--- config.mk ---
export PLATFORM = sky130hd
export DESIGN_NAME = rcx_shift_unit
export DESIGN_NICKNAME = d
export VERILOG_FILES = /design/src/rtl/rcx_pkg.sv /design/src/rtl/rcx_funnel.sv /design/src/rtl/rcx_thru_rot.sv /design/src/rtl/rcx_shift_unit.sv
export SDC_FILE = /design/constraint.sdc
export NUM_CORES = 1
export LEC_CHECK = 0
export BUFFER_PORTS_ARGS = -buffer_cell sky130_fd_sc_hd__buf_2
export CAP_MARGIN = 20
export CORE_MARGIN = 2
export CORE_UTILIZATION = 50
export DETAILED_ROUTE_END_ITERATION = 12
export PLACE_DENSITY = 0.7
export SLEW_MARGIN = 20
export SYNTH_ARGS = -nofsm -noshare
export SYNTH_HDL_FRONTEND = slang
export SYNTH_SLANG_ARGS = --single-unit
--- constraint.sdc ---
create_clock -name clk -period 4.86 [get_ports clk]
set_clock_uncertainty 0.2 [all_clocks]
set_input_delay 0.243 -clock clk [delete_from_list [all_inputs] [get_ports clk]]
set_output_delay 0.243 -clock clk [all_outputs]
set_load 0.005 [all_outputs]
--- src/rtl/rcx_pkg.sv ---
package rcx_pkg;
   typedef enum logic [2:0] {
      OP_ROL  = 3'd0,
      OP_ROR  = 3'd1,
      OP_RCL  = 3'd2,
      OP_RCR  = 3'd3,
      OP_SHL  = 3'd4,
      OP_SHR  = 3'd5,
      OP_SHLD = 3'd6,
      OP_SHRD = 3'd7
   } rcx_op_e;
endpackage

--- src/rtl/rcx_funnel.sv ---
// Funnel shifter: dst shifted by amt, vacated bits taken from fill.
module rcx_funnel #(
   parameter int N  = 8,
   parameter int SW = 3
) (
   input  logic [N-1:0]  dst,
   input  logic [N-1:0]  fill,
   input  logic [SW-1:0] amt,
   input  logic          go_left,
   output logic [N-1:0]  res,
   output logic          bit_out
);
   localparam int FW = 2*N + 1;

   logic [FW-1:0] left_t;
   logic [FW-1:0] right_t;

   assign left_t  = {1'b0, dst, fill} << amt;
   assign right_t = {fill, dst, 1'b0} >> amt;

   assign res     = go_left ? left_t[2*N-1:N] : right_t[N:1];
   assign bit_out = go_left ? left_t[2*N]     : right_t[0];
endmodule

--- src/rtl/rcx_thru_rot.sv ---
// (N+1)-bit rotation of {flag, word}; count reduced modulo N+1.
module rcx_thru_rot #(
   parameter int N     = 8,
   parameter int CNT_W = 4
) (
   input  logic [N-1:0]     dst,
   input  logic             fin,
   input  logic [CNT_W-1:0] cnt,
   input  logic             go_left,
   output logic [N-1:0]     res,
   output logic             fout,
   output logic             active
);
   localparam int RW = N + 1;
   localparam logic [CNT_W-1:0] RW_C = CNT_W'(RW);

   logic [CNT_W-1:0] k;
   logic [CNT_W-1:0] k_inv;
   logic [RW-1:0]    ext_word;
   logic [RW-1:0]    rot_l;
   logic [RW-1:0]    rot_r;
   logic [RW-1:0]    rot;

   // count never exceeds 2N-1 < 2(N+1), so one subtraction suffices
   assign k        = (cnt >= RW_C) ? (cnt - RW_C) : cnt;
   assign k_inv    = RW_C - k;
   assign ext_word = {fin, dst};
   assign rot_l    = (ext_word << k) | (ext_word >> k_inv);
   assign rot_r    = (ext_word >> k) | (ext_word << k_inv);
   assign rot      = go_left ? rot_l : rot_r;

   assign res    = rot[N-1:0];
   assign fout   = rot[N];
   assign active = (k != '0);
endmodule

--- src/rtl/rcx_shift_unit.sv ---
module rcx_shift_unit
   import rcx_pkg::*;
#(
   parameter int N          = 8,
   parameter bit USE_EXTEND = 1'b0,
   parameter int CNT_W      = $clog2(N) + 1
) (
   input  logic             clk,
   input  logic             rst_n,
   input  logic             in_valid,
   input  logic [2:0]       op,
   input  logic [N-1:0]     dst_a,
   input  logic [N-1:0]     src_b,
   input  logic [CNT_W-1:0] count,
   input  logic             carry_in,
   input  logic             ext_in,
   output logic             out_valid,
   output logic [N-1:0]     result,
   output logic             carry_out,
   output logic             ext_out,
   output logic             zero_out
);
   localparam int SW = $clog2(N);

   generate
      if (N < 2 || (1 << SW) != N) begin : g_bad_width
         $fatal(1, "rcx_shift_unit: N must be a power of two >= 2");
      end
      if (CNT_W != SW + 1) begin : g_bad_cnt
         $fatal(1, "rcx_shift_unit: CNT_W must equal log2(N)+1");
      end
   endgenerate

   rcx_op_e        opc;
   logic           is_rc;
   logic           go_left;
   logic [SW-1:0]  amt;
   logic           rot_in;
   logic [N-1:0]   fill;
   logic [N-1:0]   fun_res;
   logic           fun_bit;
   logic [N-1:0]   rc_res;
   logic           rc_bit;
   logic           rc_active;
   logic           moved;
   logic           out_bit;
   logic [N-1:0]   nxt_res;
   logic           nxt_carry;
   logic           nxt_ext;

   assign opc     = rcx_op_e'(op);
   assign is_rc   = (opc == OP_RCL) || (opc == OP_RCR);
   assign go_left = ~op[0];
   assign amt     = count[SW-1:0];

   // choice of the extra rotate bit
   generate
      if (USE_EXTEND) begin : g_ext_bit
         assign rot_in  = ext_in;
         assign nxt_ext = moved ? out_bit : ext_in;
      end else begin : g_carry_bit
         assign rot_in  = carry_in;
         assign nxt_ext = ext_in;
      end
   endgenerate

   always_comb begin
      unique case (opc)
         OP_ROL, OP_ROR:   fill = dst_a;
         OP_SHLD, OP_SHRD: fill = src_b;
         default:          fill = '0;
      endcase
   end

   rcx_funnel #(.N(N), .SW(SW)) u_funnel (
      .dst     (dst_a),
      .fill    (fill),
      .amt     (amt),
      .go_left (go_left),
      .res     (fun_res),
      .bit_out (fun_bit)
   );

   rcx_thru_rot #(.N(N), .CNT_W(CNT_W)) u_thru (
      .dst     (dst_a),
      .fin     (rot_in),
      .cnt     (count),
      .go_left (go_left),
      .res     (rc_res),
      .fout    (rc_bit),
      .active  (rc_active)
   );

   assign moved     = is_rc ? rc_active : (amt != '0);
   assign out_bit   = is_rc ? rc_bit : fun_bit;
   assign nxt_res   = is_rc ? rc_res : fun_res;
   assign nxt_carry = moved ? out_bit : carry_in;

   always_ff @(posedge clk) begin
      if (!rst_n) begin
         out_valid <= 1'b0;
         result    <= '0;
         carry_out <= 1'b0;
         ext_out   <= 1'b0;
         zero_out  <= 1'b0;
      end else begin
         out_valid <= in_valid;
         if (in_valid) begin
            result    <= nxt_res;
            carry_out <= nxt_carry;
            ext_out   <= nxt_ext;
            zero_out  <= (nxt_res == '0);
         end
      end
   end

   // ---------------- assertions ----------------
   p_adc_equiv_r3: assert property (@(posedge clk) disable iff (!rst_n)
      (in_valid && opc == OP_RCL && count == CNT_W'(1)) |=>
      ({carry_out, result} ==
       $past({1'b0, dst_a} + {1'b0, dst_a} + (N+1)'(rot_in))));

   p_rcr_one_r2: assert property (@(posedge clk) disable iff (!rst_n)
      (in_valid && opc == OP_RCR && count == CNT_W'(1)) |=>
      (result == {$past(rot_in), $past(dst_a[N-1:1])}) &&
      (carry_out == $past(dst_a[0])));

   p_shl_fill_r6: assert property (@(posedge clk) disable iff (!rst_n)
      (in_valid && opc == OP_SHL && amt != '0) |=> (result[0] == 1'b0));

   p_zero_count_r8: assert property (@(posedge clk) disable iff (!rst_n)
      (in_valid && !is_rc && amt == '0) |=>
      (result == $past(dst_a)) && (carry_out == $past(carry_in)) &&
      (ext_out == $past(ext_in)));

   p_zero_flag_r10: assert property (@(posedge clk) disable iff (!rst_n)
      out_valid |-> (zero_out == (result == '0)));

   p_idle_hold_r11: assert property (@(posedge clk) disable iff (!rst_n)
      !in_valid |=> !out_valid && $stable(result) && $stable(carry_out) &&
      $stable(ext_out));
endmodule

# After elaboration in Yosys (flattened, before gate mapping)
# Cells that the tools add are included.
# word_totals
inputBits	28
ff_bits	12
out_inout_bits	12
# op_classes
n_bitwise	2
reduce_logical	7
order_cmp	1
eq_ne	5
shifts	6
muxes	9
n_addsub	2
# op_table
operator	n
bitwise OR 9 bit	2
left shift 9 x 4 -> 9 bit	2
right shift 9 x 4 -> 9 bit	2
left shift 16 x 3 -> 17 bit	1
right shift 17 x 3 -> 9 bit	1
two-way mux 8 bit	2
one-hot mux 8 bit (2 select lines)	1
two-way mux 9 bit	1
zero test 8 bit	1
== test 3 x 2 -> 1 bit (second input constant)	2
== test 3 bit (second input constant)	2
>= comparator 4 bit (second input constant)	1
two-way mux 1 bit	4
two-way mux 4 bit	1
nonzero test 4 bit	1
OR reduction 2 bit	2
subtractor 4 bit (first input constant)	1
subtractor 4 bit (second input constant)	1
== test 3 x 1 -> 1 bit (second input constant)	1
zero test 3 bit	1
nonzero test 3 bit	1
logical OR 1 bit	1

# Longest topological paths before layout
# Gate-level depths: netlist of the first run.
# logic_depth
word_depth	8
ltp_mapped	16
ltp_nobuf	10

# By module
# From an unflattened synthesis of the first run, not the netlist that was laid out.
# hier_totals
hier_cells	430
hier_area_um2	3495.9
# by_module_without_submodules
module	cells_per_inst	seq_area_each_um2	area_each_um2	instances
rcx_thru_rot	248	0.0	1714.1	1
rcx_funnel	95	0.0	1034.7	1
rcx_shift_unit	87	240.2	747.0	1

# Least setup slack after synthesis of the first run
# Ideal clock, no wire load.
# synth_path
path_type	input -> register
start	input port count[0]
end	register zero_out
arrival_time_ns	3.438
setup_ns	0.059
path_stages	14
n_path_buf	4
required_ns	4.601
path_slack_ns	1.163
path_cell_list	buf_2 -> buf_2 -> inv_2 -> buf_1 -> ha_1 -> clkbuf_2 -> or4b_2 -> o211ai_2 -> mux2_2 -> o2111a_1 -> o211ai_1 -> o41ai_1 -> nor4_1 -> a31o_1
# synth_between
elab_chain_len	8
# synth_lines
item	line_no	source
start: declaration	rcx_shift_unit.sv:14	input logic [CNT_W-1:0] count,
subtractor 4 bit or >= comparator 4 bit (tied branches)	rcx_thru_rot.sv:25	assign k = (cnt >= RW_C) ? (cnt - RW_C) : cnt;
two-way mux 4 bit	rcx_thru_rot.sv:25	
subtractor 4 bit	rcx_thru_rot.sv:26	assign k_inv = RW_C - k;
right shift 9 x 4 -> 9 bit or left shift 9 x 4 -> 9 bit (tied branches)	rcx_thru_rot.sv:28, rcx_thru_rot.sv:29	
bitwise OR 9 bit (on tied branches)	rcx_thru_rot.sv:28, rcx_thru_rot.sv:29	
two-way mux 9 bit	rcx_thru_rot.sv:30	assign rot = go_left ? rot_l : rot_r;
two-way mux 8 bit (*)	rcx_shift_unit.sv:96	assign nxt_res = is_rc ? rc_res : fun_res;
zero test 8 bit (*)	rcx_shift_unit.sv:112	zero_out <= (nxt_res == '0);
end signal: assignment	rcx_shift_unit.sv:112	
end: declaration	rcx_shift_unit.sv:21	output logic zero_out
# Every way passes the cells marked *; elsewhere a longest branch is shown, timed or not.
# A chain may end at the register's enable or synchronous reset.

# Worst setup path after layout of the first run
# Ends and elaborated chain as after synthesis.

==> results.cfg, run 1 <==
[run_status]
outcome = finished clean

[clock_network]
clock_latency_ps = 240
htreeDepth = 1
clock_sinks = 12
ctsResizeCount = 0
cts-hold-fix-buffers = 0
clk_pin_slew_ps = 50
numCtsBuffers = 3
cts_tree = yes
clk_path_buf_depth = 2
postCtsSetupRepairBufs = 0
root_buffer = clkbuf_8

[setup_path]
max_stage_delay_ps = 670
path_class = input port to register
timing.rr.start = zero_out
cp.arrival_ps = 3660
endpoint_kind = register
crit_start = count[0]
worstPathCellList = buf_2 > buf_4 > ha_1 > nor3b_1 > buf_4 > o211ai_2 > nand2_1 > nor2_1 > o21ai_0 > a211oi_1 > nor4_1 > a31o_1
start_kind = input port
critPathRequiredTime_ps = 4800
critPathBufInv = 3
worst-path-max-fanout = 55
crit_slowest_cell = o211ai_2
crit_family = compound AO/OA/AOI/OAI gates
cpMostUsedCell = buf_4

[yosys]
yosysTopAreaCellShare = 0.1178
synthCells = 479
synthFlopType = dfxtp_1
synthTopCellsByCount = nor2_1, mux2i_1, o21ai_0
synthesis.nets = 510
synth-seq-area-share = 0.07067
syn_area_per_cell_um2 = 7.097
synth_area_leader_cell = mux2i_1
synth_edf_count = 0
synth.area.top_cells = mux2i_1, dfxtp_1, mux4_2
yosys_warnings = 0
ys_ff_latch = 12
syn-cell-area_mm2 = 0.003400
yosysMostFrequentCell = nor2_1
synth_cell_types = 74
ys_async_sr_fraction = 0

[floorplan]
core.rowCount = 30
fp.dieH_um = 86.46
core_area_mm2 = 0.006681
ios = 40
start_util = 0.5088
fp.dieArea_mm2 = 0.007474
fp.dieW_um = 86.46

[job]
cap_violations = 0

[placed_design]
port-buffer-count = 39
place_area_mm2 = 0.003538
gp_congestion = 1.018
hpwlAfterDp_um = 9387

[drt]
postRouteAntennaNets = 0
route.detailed.drc = 0
drt-initial-drc-count = 527
wl_um = 12930
vias_per_cell = 7.391
num_vias = 4154
wl_per_cell_um = 23.01
first_pass_iters = 8

[global_route]
overflow = 0
grt_pass1_vias = 3802
grt_max_degree = 56
grt_pass1_wl_um = 20470
track_usage = 0.3451
antenna_found_initial = 0

[sta]
rsz0062_at_grt = no
whs_ps = 38.93
setup-tns-final_ps = 0
period_share = 0.7670
relSlewSlack = 0.4570
period_needed_ps = 3728
fmax_ghz = 0.2683
drv_slew = 0
hold_viol = 0
setup_viol = 0
worstMarginPinSlew_ps = 812.2

[pwr]
p_leak_uw = 0.001390
power_uw = 610.2
powerDensity_mw_per_mm2 = 169.8
irDropWorstVdd_v = 0.00007174

[layout]
nNetsFinal = 514
layout-drive-gt1-share = 0.1867
num-fill-cells = 678
design_area_mm2 = 0.003593
syn2layout_area_growth_pct = 5.705
diodes = 0

[hold_path]
hold_start = ext_in
hp-class = input port to register
## logic make-up (layout without fill, tap and decap cells)
group | Yosys count | after routing | synth area share
fa+ha+maj | 3 | 3 | 0.01104
xor+xnor | 1 | 1 | 0.002577
compound gates | 191 | 191 | 0.3942
simple gates | 149 | 149 | 0.2164
buf+inv | 61 | 64 | 0.08023
mux | 62 | 62 | 0.2249
flops | 12 | 12 | 0.07067
## worst min-delay path, cell delays in order
cell     delay, ps
buf_2           80
mux2i_1         50
nor2_1          70
## per-stage QoR
stage / util / cells / setup WS, ps
global route: 0.5378 / 562 / 935.5
detailed placement: 0.5296 / 558 / 1029
global placement: 0.5296 / 558 / 1071
finish: 0.5378 / 562 / 1132
CTS: 0.5378 / 562 / 1281
floorplan: - / 479 / 1163
## power by group
group,switching (uW),internal (uW)
combinational,247,144
clock,37.1,71.6
sequential,3.82,107
## routing by layer
| metal | wire [um] | part of all wire | vias to the layer above | global-route usage |
|---|---|---|---|---|
| met5 | 0 | 0 | - | 0 |
| met4 | 647 | 0.050 | 0 | 0.1378 |
| met3 | 1401 | 0.11 | 77 | 0.06857 |
| met2 | 5751 | 0.44 | 301 | 0.5462 |
| met1 | 5130 | 0.40 | 1898 | 0.4602 |
| li1 | - | - | 1878 | - |
## cells in the final DEF, fill, tap and decap left out, drive strengths merged, types with 4 or more instances in the layout
cell and count:
a2111oi 7, a211oi 24, a21oi 38, a221oi 5
a22oi 7, a31oi 10, and2 5, buf 49
clkbuf 4, dfxtp 12, inv 8, mux2 12
mux2i 40, mux4 10, nand2 35, nand2b 4
nand3 10, nor2 45, nor2b 11, nor3 18
nor4 5, o211ai 15, o21ai 40, o221ai 6
or3 4
## flip-flops by register name (all words and copies together) (netlist names)
| register | flops |
|---|---|
| out_valid | 1 |
| result | 8 |
| carry_out | 1 |
| zero_out | 1 |
| ext_out | 1 |
## cell type report
| type | instances | area [um^2] | area share |
|---|---|---|---|
| Clock buffer | 4 | 55.05 | 0.01532 |
| Inverter | 11 | 41.29 | 0.01149 |
| Multi-Input combinational cell | 406 | 2887 | 0.8033 |
| Sequential cell | 12 | 240.2 | 0.06685 |
| Tap cell | 80 | 100.1 | 0.02786 |
| Timing Repair Buffer | 49 | 270.3 | 0.07521 |
## final timing paths
kind,slack [ps],depth (start not counted),endpoint
setup / recovery,1130,12,zero_out
hold / removal,40,3,ext_out
setup reg to reg,3970,3,zero_out
hold reg to reg,280,2,result[3]
(Power assumes the default switching activity.)
==> run 2, diff against run 1 <==
ABC_AREA = 1   (was unset)
PLACE_DENSITY = 0.71   (was 0.7)
clock period = 3.9 ns   (was 4.86 ns; I/O delays follow)
==> run 2 against run 1 <==
Compared with the run above:
- the flow now finishes with violations (negative hold slack)
- critical path type unchanged
- final cell count rose by 12%
- largest cell class unchanged
- wire length fell by 22%
- die area down 18%
- core utilization grew 3.5 points
==> results.cfg, run 2 <==
[clock_network]
cts-hold-fix-buffers = 0
htreeDepth = 1
cts_tree = yes
clk_pin_slew_ps = 50
clock_sinks = 12
clock_latency_ps = 240
postCtsSetupRepairBufs = 0
ctsResizeCount = 0
numCtsBuffers = 3
root_buffer = clkbuf_8
clk_path_buf_depth = 2

[placed_design]
port-buffer-count = 39
hpwlAfterDp_um = 7801
dp_cells = 627
gp_congestion = 1.129

[yosys]
synth_edf_count = 0
synth_fa_ha_area_frac = 0.01367
syn-cell-area_mm2 = 0.002746
synthFlopType = dfxtp_1
yosys.area_share.simple = 0.5795
yosys_warnings = 0
yosysTopAreaCellShare = 0.2405
synth_mux_area_frac = 0
synth_area_leader_cell = nand2_1
synth.area.top_cells = nand2_1, nand3_1, dfxtp_1
syn_area_per_cell_um2 = 5.067
ys_async_sr_fraction = 0
ys_ff_latch = 12
synth_cell_types = 31
synthCells = 542
synthTopCellsByCount = nand2_1, nand3_1, inv_1
synth-compound-area-share = 0.1936
synth_top_family_by_area = simple AND/OR/NAND/NOR gates
synth_xor_area_frac = 0
synth-seq-area-share = 0.08747
yosysMostFrequentCell = nand2_1
synthesis.nets = 573

[pwr]
powerDensity_mw_per_mm2 = 237.2
power_uw = 706.7
p_leak_uw = 0.001645
irDropWorstVdd_v = 0.0002419

[floorplan]
core_area_mm2 = 0.005205
ios = 40
fp.dieArea_mm2 = 0.006102
core.rowCount = 26
fp.dieH_um = 78.12
fp.dieW_um = 78.12
start_util = 0.5276

[layout]
nNetsFinal = 593
final_cells = 631
utilization = 0.5724
layout-drive-gt1-share = 0.1337
top_register = result
mostFrequentLayoutCells = nand2_1, nand3_1, inv_1, o21ai_0, buf_2
largest_reg_flops = 8
syn2layout_area_growth_pct = 8.474
diodes = 0
final_common_cell = nand2_1

[drt]
postRouteAntennaNets = 0
wl_um = 10070
num_vias = 3815
first_pass_iters = 6
drt-initial-drc-count = 468
wl_per_cell_um = 15.96
route.detailed.drc = 0
vias_per_cell = 6.046

[setup_path]
start_kind = input port
endpoint_kind = register
max_stage_delay_ps = 350
crit_slowest_cell = nand2_2
path_class = input port to register
critPathRequiredTime_ps = 3870
worst-path-max-fanout = 30
worstPathCellList = buf_2 > buf_4 > ha_1 > inv_1 > nand3_4 > nand2_4 > nand2_1 > nand2_2 > nand2_1 > nand2_1 > nand2_1 > nand3_1 > nand2_1 > a21oi_1 > nand2_1 > nor2_1 > nand3_1 > a21oi_1
cpMostUsedCell = nand2_1
cp.arrival_ps = 2640

[sta]
setup-tns-final_ps = 0
fmax_ghz = 0.3750
relSlewSlack = 0.6424
hold_viol = 1
rsz0062_at_grt = no
drv_slew = 0
setup_viol = 0
period_share = 0.6837
worstMarginPinSlew_ps = 536.4
whs_ps = -1.580
period_needed_ps = 2667

[hold_path]
hp-class = input port to register

[run_status]
outcome = finished with violations
violations = negative hold slack

[job]
cap_violations = 0

[global_route]
grt_pass1_vias = 3444
grt_pass1_wl_um = 16460
track_usage = 0.3313
antenna_found_initial = 0
grt_max_degree = 34
overflow = 0
[run 2: changes by cell type in the layout (fill, tap and decap cells not counted), moves of 8 or more]
cell and change:
nand2_1 +141, nor3_1 -17, a31oi_1 -9, mux2i_1 -40, nor2_1 -12, a211oi_1 -20
inv_1 +39, mux4_2 -9, mux2_2 -11, nand3_1 +110, a21oi_1 -19, o211ai_1 +8
nor2b_1 -11
[run 2: final timing paths]
check	startpoint	to	slack (ps)	depth (start not counted)
worst max-delay path	count[0]	zero_out	1230	18
worst min-delay path	ext_in	ext_out	-2	3
worst max register to register	carry_out	carry_out	3040	2
worst min register to register	result[7]	result[7]	280	2
[run 2: cell families (layout without fill, tap and decap cells)]
logic type / count (synthesis) / in the layout
AOI/OAI and AO/OA: 91 / 91
adders and majority gates: 3 / 3
buffers and inverters: 83 / 102
DFF: 12 / 12
and+or+nand+nor: 353 / 353
[run 2: critical path, delay by kind of cell]
kind,cells,cell delay (ps)
buffers and inverters,3,420
and+or+nand+nor,12,1450
AOI/OAI and AO/OA,2,320
adders and majority gates,1,240
[run 2: where the power goes]
group	switching [uW]	internal [uW]	total (uW)	leakage [uW]
logic	297	136	433	0.00152
registers	4.57	132	137	0.0000995
clock network	48.0	89.3	137	0.0000288
total	349	357	707	0.00165
[run 2: final cells by class]
class	instances	area (um^2)
clock buffer	4	55.05
fill	581	2226
inverter	54	202.7
multi-input combinational	447	2161
sequential	12	240.2
tap	70	87.58
timing repair buffer	44	232.7
[run 2: routing by layer]
layer  GRT usage  wire length [um]  vias to the layer above
met3     0.03448               867                       44
met4      0.1456               482                        0
met1      0.4253              4046                     1679
li1            -                 -                     1848
met2      0.5612              4674                      244
met5           0                 0                        -
[run 2: metrics by stage]
stage	setup WS, ps	hold WS, ps	cell area (um^2)
after floorplan	1280	126.5	2746
after global placement	1025	224.9	2924
after detailed placement	1000	250.3	2924
after CTS	1261	3.008	2979
after global routing	900.1	27.91	2979
final	1233	-1.580	2979
==> run 3, diff against run 2 <==
ABC_AREA = 0   (was 1)
PLACE_DENSITY = 0.73   (was 0.71)
clock period = 2.4 ns   (was 3.9 ns; I/O delays follow)
==> run 3 against run 2 <==
Compared with the run above:
- the flow finishes with violations (negative setup slack)
- sequential cell count unchanged
- total power up 140%
- non-clock buffer count up 152
- die area up 22%
- final cell count up 12%
- critical endpoint unchanged
==> results.cfg, run 3 (same netlist as run 1, synthesis figures left out) <==
[placed_design]
port-buffer-count = 39
place_ws_ps = -717.2
hpwlAfterDp_um = 11990
gp_congestion = 1.062
dp_cells = 695

[floorplan]
fp.dieW_um = 86.46
ios = 40
fp.dieH_um = 86.46
core_area_mm2 = 0.006681
start_util = 0.5088
fp.dieArea_mm2 = 0.007474
core.rowCount = 30

[clock_network]
clk_path_buf_depth = 2
clock_sinks = 12
cts_tree = yes
root_buffer = clkbuf_8
clk_pin_slew_ps = 60
numCtsBuffers = 3
htreeDepth = 1
clock_latency_ps = 240

[job]
cap_violations = 0

[drt]
num_vias = 5056
dr.max_layer_used = met4
met1Wirelength_um = 6099
drt-initial-drc-count = 666
wl_met3_um = 2026
dr_wl_met2_um = 7401
wl_um = 16440
wl_per_cell_um = 23.18
first_pass_iters = 6
vias_per_cell = 7.131
postRouteAntennaNets = 0
route.detailed.drc = 0

[sta]
period_share = 1.156
final.setup.worst_slack_ps = -374.5
fmax_ghz = 0.3604
rsz0062_at_grt = yes
relSlewSlack = 0.5388
hold_viol = 0
worstMarginPinSlew_ps = 688.5
setup_viol = 10
setup-tns-final_ps = -2146
period_needed_ps = 2774
drv_slew = 0

[pwr]
irDropWorstVdd_v = 0.0002592
p_leak_uw = 0.002207
powerDensity_mw_per_mm2 = 323.4
power_uw = 1719

[setup_path]
cp.arrival_ps = 2760
crit_start = count[0]
timing.rr.end = zero_out
critPathRequiredTime_ps = 2390
timing.rr.start = zero_out
cp-endpoint = zero_out
start_kind = input port
worst-path-max-fanout = 6
path_class = input port to register
endpoint_kind = register
r2r_setup_slack_ps = 1460
r2r_cells = 3

[global_route]
grt_pass1_wl_um = 25560
antenna_found_initial = 0
track_usage = 0.4346
grt_pass1_vias = 4705
grt_max_degree = 41
overflow = 0

[layout]
largest_reg_flops = 8
top_register = result
mostFrequentLayoutCells = buf_4, nor2_1, buf_2, mux2i_1
num-fill-cells = 483
syn2layout_area_growth_pct = 56.31
diodes = 0
layout-drive-gt1-share = 0.4738
final_cells = 709
nNetsFinal = 661
final_common_cell = buf_4

[run_status]
outcome = finished with violations
violations = negative setup slack

[hold_path]
hp-class = input port to register
[run 3: changes by cell type in the layout (fill, tap and decap cells not counted), moves of 12 or more]
cell	delta
buf_4	+136
inv_1	-40
mux2i_1	+34
nand2_1	-144
nand3_1	-110
nor2_1	+12
[run 3: cell type report]
class | count | area (um^2) | share of cell area
multi-input cells | 406 | 3371 | 0.6343
repair buffers | 196 | 1491 | 0.2807
well taps | 80 | 100.1 | 0.01884
flip-flops and latches | 12 | 240.2 | 0.04521
clock buffers | 4 | 55.05 | 0.01036
inverters | 11 | 56.30 | 0.01060
[run 3: worst max-delay path, cell delays in order]
cell,delay [ps]
buf_12,110
inv_8,50
ha_4,120
or3b_4,410
buf_4,150
a211o_4,390
mux2i_4,250
o21ai_2,110
a2111oi_4,320
o41ai_1,100
buf_4,140
nor4_1,270
a31o_1,200
[run 3: worst min path at each step]
stage | startpoint | cells after the start | slack [ps] | end
6_report | in_valid | 2 | 140 | out_valid
5_1_grt | in_valid | 2 | 150 | out_valid
4_1_cts | in_valid | 2 | 140 | out_valid
3_5_place_dp | ext_in | 3 | 190 | ext_out
3_3_place_gp | ext_in | 3 | 160 | ext_out
2_1_floorplan | rst_n | 2 | 60 | carry_out
[run 3: routing by layer]
| metal | vias up | global-route usage |
|---|---|---|
| li1 | 2173 | - |
| met2 | 449 | 0.7196 |
| met4 | 0 | 0.1662 |
| met1 | 2322 | 0.5555 |
| met3 | 112 | 0.08762 |
| met5 | - | 0 |
[run 3: through the flow]
step | area (um^2) | util | hold WS (ps)
after floorplan | 3557 | - | 55.61
after global placement | 4727 | 0.7075 | 156.1
after detailed placement | 4727 | 0.7075 | 191.0
after CTS | 5201 | 0.7785 | 137.4
after global routing | 5314 | 0.7953 | 147.1
final | 5314 | 0.7953 | 137.4
[run 3: repair_timing]
item	in CTS	in global routing
setup endpoints to repair	10	10
pin swaps	25	12
gates cloned	0	0
hold buffers	2	0
setup buffers	10	2
endpoints found under the hold margin	3	0
resized for setup	70	23
[run 3: power by group]
part	switching (uW)	internal [uW]	total, uW
combinational	676	587	1260
sequential	9.18	216	225
clock	85.6	145	231
total	771	948	1720
